### src/rtl/xcvr_pkg.sv
// Shared types for the registered bus transceiver.
// Assumes: the enable input is active low and the direction bit selects the driven side.
package xcvr_pkg;

    // Which side of a lane, if any, is being driven.
    typedef enum logic [1:0] {
        DRV_NONE = 2'd0,
        DRV_A    = 2'd1,
        DRV_B    = 2'd2
    } drive_e;

    // Decode one lane's enable and direction into a drive state.
    function automatic drive_e lane_mode(input logic en_n, input logic to_b);
        if (en_n)
            return DRV_NONE;
        else if (to_b)
            return DRV_B;
        else
            return DRV_A;
    endfunction

endpackage

### src/rtl/xcvr_rise_det.sv
// Rising-edge detector for a capture strobe sampled on the system clock.
// Assumes: the strobe is synchronous to clk. After reset, a strobe that is
// already high does not count as an edge.
module xcvr_rise_det (
    input  logic clk,
    input  logic rst_n,
    input  logic strobe,
    output logic rise
);

    logic strobe_q;

    // Remember the strobe level from the previous clock edge.
    always_ff @(posedge clk) begin
        if (!rst_n)
            strobe_q <= 1'b1;
        else
            strobe_q <= strobe;
    end

    // An edge is the strobe high now and low at the previous sample.
    always_comb rise = strobe & ~strobe_q;

endmodule

### src/rtl/xcvr_store_reg.sv
// Holding register for one lane and one direction.
// Assumes: load is a single-cycle pulse; the register clears on synchronous reset.
module xcvr_store_reg #(
    parameter int WIDTH = 8
) (
    input  logic             clk,
    input  logic             rst_n,
    input  logic             load,
    input  logic [WIDTH-1:0] d,
    output logic [WIDTH-1:0] q
);

    // Clear on reset, otherwise take the bus value when loaded.
    always_ff @(posedge clk) begin
        if (!rst_n)
            q <= '0;
        else if (load)
            q <= d;
    end

endmodule

### src/rtl/xcvr_lane.sv
// One lane of the transceiver: two holding registers, their strobe edge
// detectors, and the output and enable logic for both buses.
// Assumes: a_in and b_in reflect the pins at all times, including while driven.
module xcvr_lane #(
    parameter int LANE_W = 8
) (
    input  logic              clk,
    input  logic              rst_n,
    input  logic              oe_n,
    input  logic              dir,
    input  logic              cap_ab,
    input  logic              cap_ba,
    input  logic              sel_ab,
    input  logic              sel_ba,
    input  logic [LANE_W-1:0] a_in,
    input  logic [LANE_W-1:0] b_in,
    output logic [LANE_W-1:0] a_out,
    output logic [LANE_W-1:0] a_oe,
    output logic [LANE_W-1:0] b_out,
    output logic [LANE_W-1:0] b_oe,
    output logic [LANE_W-1:0] a_store,
    output logic [LANE_W-1:0] b_store
);

    logic            a_load;
    logic            b_load;
    xcvr_pkg::drive_e mode;

    xcvr_rise_det u_a_edge (
        .clk    (clk),
        .rst_n  (rst_n),
        .strobe (cap_ab),
        .rise   (a_load)
    );

    xcvr_rise_det u_b_edge (
        .clk    (clk),
        .rst_n  (rst_n),
        .strobe (cap_ba),
        .rise   (b_load)
    );

    xcvr_store_reg #(.WIDTH(LANE_W)) u_a_reg (
        .clk   (clk),
        .rst_n (rst_n),
        .load  (a_load),
        .d     (a_in),
        .q     (a_store)
    );

    xcvr_store_reg #(.WIDTH(LANE_W)) u_b_reg (
        .clk   (clk),
        .rst_n (rst_n),
        .load  (b_load),
        .d     (b_in),
        .q     (b_store)
    );

    // Decode the drive state of this lane.
    always_comb mode = xcvr_pkg::lane_mode(oe_n, dir);

    // Steer live or stored data to the driven side; the undriven side reads zero.
    always_comb begin
        a_out = '0;
        b_out = '0;
        a_oe  = '0;
        b_oe  = '0;
        unique case (mode)
            xcvr_pkg::DRV_A: begin
                a_oe  = '1;
                a_out = sel_ba ? b_store : b_in;
            end
            xcvr_pkg::DRV_B: begin
                b_oe  = '1;
                b_out = sel_ab ? a_store : a_in;
            end
            default: begin
            end
        endcase
    end

endmodule

### src/rtl/dual_lane_xcvr.sv
// Top of the registered bidirectional transceiver: LANES independent lanes,
// each LANE_W bits wide, each with its own control set.
// Assumes: all controls are synchronous to clk; a pad ring outside resolves
// the in/out/enable vectors into tri-state pins.
module dual_lane_xcvr #(
    parameter int LANES  = 2,
    parameter int LANE_W = 8,
    localparam int W     = LANES * LANE_W
) (
    input  logic             clk,
    input  logic             rst_n,
    input  logic [LANES-1:0] oe_n,
    input  logic [LANES-1:0] dir,
    input  logic [LANES-1:0] cap_ab,
    input  logic [LANES-1:0] cap_ba,
    input  logic [LANES-1:0] sel_ab,
    input  logic [LANES-1:0] sel_ba,
    input  logic [W-1:0]     a_in,
    output logic [W-1:0]     a_out,
    output logic [W-1:0]     a_oe,
    input  logic [W-1:0]     b_in,
    output logic [W-1:0]     b_out,
    output logic [W-1:0]     b_oe
);

    logic [W-1:0] a_store;
    logic [W-1:0] b_store;

    // One lane per control bit, each owning its slice of both buses.
    for (genvar g = 0; g < LANES; g++) begin : g_lane
        xcvr_lane #(.LANE_W(LANE_W)) u_lane (
            .clk     (clk),
            .rst_n   (rst_n),
            .oe_n    (oe_n[g]),
            .dir     (dir[g]),
            .cap_ab  (cap_ab[g]),
            .cap_ba  (cap_ba[g]),
            .sel_ab  (sel_ab[g]),
            .sel_ba  (sel_ba[g]),
            .a_in    (a_in[g*LANE_W +: LANE_W]),
            .b_in    (b_in[g*LANE_W +: LANE_W]),
            .a_out   (a_out[g*LANE_W +: LANE_W]),
            .a_oe    (a_oe[g*LANE_W +: LANE_W]),
            .b_out   (b_out[g*LANE_W +: LANE_W]),
            .b_oe    (b_oe[g*LANE_W +: LANE_W]),
            .a_store (a_store[g*LANE_W +: LANE_W]),
            .b_store (b_store[g*LANE_W +: LANE_W])
        );
    end

endmodule

### config.mk
export PLATFORM = sky130hd
export DESIGN_NAME = dual_lane_xcvr
export DESIGN_NICKNAME = d
export VERILOG_FILES = /design/src/rtl/xcvr_pkg.sv /design/src/rtl/xcvr_rise_det.sv /design/src/rtl/xcvr_store_reg.sv /design/src/rtl/xcvr_lane.sv /design/src/rtl/dual_lane_xcvr.sv
export SDC_FILE = /design/constraint.sdc
export NUM_CORES = 1
export LEC_CHECK = 0
export BUFFER_PORTS_ARGS = -buffer_cell sky130_fd_sc_hd__buf_2
export CORE_UTILIZATION = 40
export CTS_CLUSTER_DIAMETER = 100
export DETAILED_ROUTE_END_ITERATION = 8
export PLACE_DENSITY = 0.72
export SETUP_SLACK_MARGIN = 0.02
export SKIP_LAST_GASP = 1
export SYNTH_ARGS = -nofsm -noshare
export SYNTH_HDL_FRONTEND = slang
export SYNTH_SLANG_ARGS = --single-unit
### constraint.sdc
create_clock -name clk -period 1.3 [get_ports clk]
set_clock_uncertainty 0.1 [all_clocks]
set_input_delay 0.195 -clock clk [delete_from_list [all_inputs] [get_ports clk]]
set_output_delay 0.195 -clock clk [all_outputs]
set_load 0.005 [all_outputs]
==> impl_metrics.csv <==
group,metric,value,unit
cts,clkSinkCount,36,
timing,fmax,0.809,GHz
power,power.density,963,mW/mm²
route,drt_iter0_drc,35,
route,wl,3970,µm
placement,place_hpwl,3030,µm
worst_setup_path,cp_slowest_stage_delay,0.32,ns
cts,cts_buffer_depth,2,
timing,setup_viol,0,
timing,finalWorstSetupSlack,0.0646,ns
timing,fin_crit_sh,95.0,%
cts,insertion_delay,0.29,ns
timing,maxSlewHeadroom,75.4,%
floorplanning,dieArea,0.00566,mm²
placement,dp_cells,396,
power,peakVddDrop,0.453,mV
layout,final_nets,383,
placement,numPortBuffers,109,
layout,final_util,51.9,%
power,power_leakage,0.00137,µW
grt,gr-total-overflow,0,
floorplanning,num_rows,26,
cts,cts_made_buffers,5,
layout,layout_commonest_cell,"buf_2",
worst_setup_path,cp_slowest_cell,"dfxtp_2",
layout,stdcell_area,0.00267,mm²
worst_setup_path,cp_data_required_time,1.00,ns
timing,rsz0062_at_grt,"true",
worst_setup_path,critPathLaunchType,"flip-flop",
flow_run,max_cap_viol_count,0,
route,vias_per_cell,4.47,
logic_synthesis,ys_warn_count,0,
logic_synthesis,syn_avg_cell_area,8.26,µm²
cts,cts_tree,"done",
route,drt_first_pass_iters,4,
worst_setup_path,arrival,0.94,ns
timing,tightest_slew,0.369,ns
grt,track_usage,14.2,%
timing,drv_slew,0,
worst_setup_path,end_kind,"output pin",
logic_synthesis,syn_nets,306,
timing,hold_violations,0,
route,vias,1825,
logic_synthesis,syn_inst,260,
worst_setup_path,crit_fanout,2,
grt,antenna_found_initial,0,
hold_path,hold_class,"in2reg",
logic_synthesis,synth-seq-cells,36,
timing,fin_crit,1.24,ns
cts,clkSlewWorstSetupHoldPaths,0.08,ns
cts,clockRootBuffer,"clkbuf_8",
grt,grt_max_degree,69,
route,drc,0,
route,routedWlPerCell,9.73,µm
cts,htreeDepth,2,
logic_synthesis,ys_types,12,
outcome,outcome,"finished clean",
grt,grt_pass1_vias,1509,
floorplanning,start_util,41.8,%
floorplanning,die_y,75.3,µm
placement,gp_congestion,0.794,
layout,final_cell_mix,"buf_2 (109), mux2i_1 (64), nand2_1 (64)",
placement,post-place-ws,0.0156,ns
layout,antenna_cells,0,
grt,grt_pass1_wl,6180,µm
worst_setup_path,worstPathCellList,"mux2i_1 > nor2_1 > buf_2",
route,ant_nets,0,
worst_setup_path,crit_type,"reg2out",
logic_synthesis,netlist_area,0.00215,mm²
floorplanning,die_w,75.3,µm
layout,area_growth,24.2,%
layout,drive_gt1_share,39.9,%
logic_synthesis,ys_seq_area_share,33.6,%
placement,place_area,0.00249,mm²
timing,timing.hold.ws,0.0539,ns
floorplanning,core,0.00514,mm²
layout,instances_no_fill,408,
floorplanning,pin_count,110,
==> metrics by stage <==
stage	setup TNS (ns)	power [µW]
5_1_grt	-0.0464	2700
2_1_floorplan	0	1510
3_5_place_dp	0	1620
6_report	0	2570
3_3_place_gp	0	1610
4_1_cts	0	2610
==> worst max-delay path, delay by kind of cell (launching register included) <==
kind | cells | cell delay (ns)
muxes | 1 | 0.06
DFF | 1 | 0.32
and+or+nand+nor | 1 | 0.13
buffers and inverters | 1 | 0.14
==> registers in the layout, summed over array words and instances, names as in the netlist <==
| register | flops |
|---|---|
| g_lane.u_lane.u_b_reg.q | 16 |
| g_lane.u_lane.u_b_edge.strobe_q | 2 |
| g_lane.u_lane.u_a_reg.q | 16 |
| g_lane.u_lane.u_a_edge.strobe_q | 2 |
==> synth_stat cells <==
master	count	area, µm²
buf_2	10	50.1
buf_4	32	240
buf_6	3	33.8
clkbuf_1	3	11.3
dfxtp_1	36	721
inv_1	4	15.0
mux2i_1	64	641
nand2_1	64	240
nand2b_1	6	37.5
nor2_1	32	120
nor2b_1	4	25.0
or2_1	2	12.5
==> logic make-up after synthesis <==
family / count (synthesis) / share of synthesized area (%)
buffers and inverters: 52 / 16.3
flip-flops: 36 / 33.6
multiplexers: 64 / 29.8
AND/OR/NAND/NOR: 108 / 20.3
==> final cells by class <==
class | instances | area [µm²]
clock buffer | 5 | 68.8
clock inverter | 3 | 42.5
fill | 509 | 2470
inverter | 4 | 15.0
multi-input combinational | 172 | 1080
sequential | 36 | 731
tap | 70 | 87.6
timing repair buffer | 118 | 643
==> worst paths after layout <==
kind,endpoint,slack (ns),depth (start not counted),from
worst max register to register,g_lane[1].u_lane.u_b_reg.q[0],0.33,3,g_lane[1].u_lane.u_b_edge.strobe_q
worst max-delay path,b_out[7],0.06,3,g_lane[0].u_lane.u_a_reg.q[7]
worst min-delay path,g_lane[1].u_lane.u_a_reg.q[6],0.05,3,a_in[14]
worst min register to register,g_lane[0].u_lane.u_a_reg.q[1],0.36,2,g_lane[0].u_lane.u_a_reg.q[1]
==> report_power, final <==
group / internal, µW / switching (µW)
sequential: 1150 / 19.1
clock: 567 / 400
combinational: 222 / 214
total: 1930 / 633
==> metal layers <==
| layer | wire (µm) | GRT usage (%) |
|---|---|---|
| met5 | 0 | 0 |
| met4 | 43 | 4.32 |
| met3 | 290 | 4.95 |
| met2 | 1880 | 24.3 |
| met1 | 1760 | 16.7 |
==> repair_timing <==
action	4_1_cts	5_1_grt
buffers inserted	0	0
hold endpoints to repair	4	0
hold buffers	4	0
setup endpoints to repair	2	46
pin swaps	0	3
gates resized for setup	1	14
No activity file was read; power rests on OpenSTA's default activity.
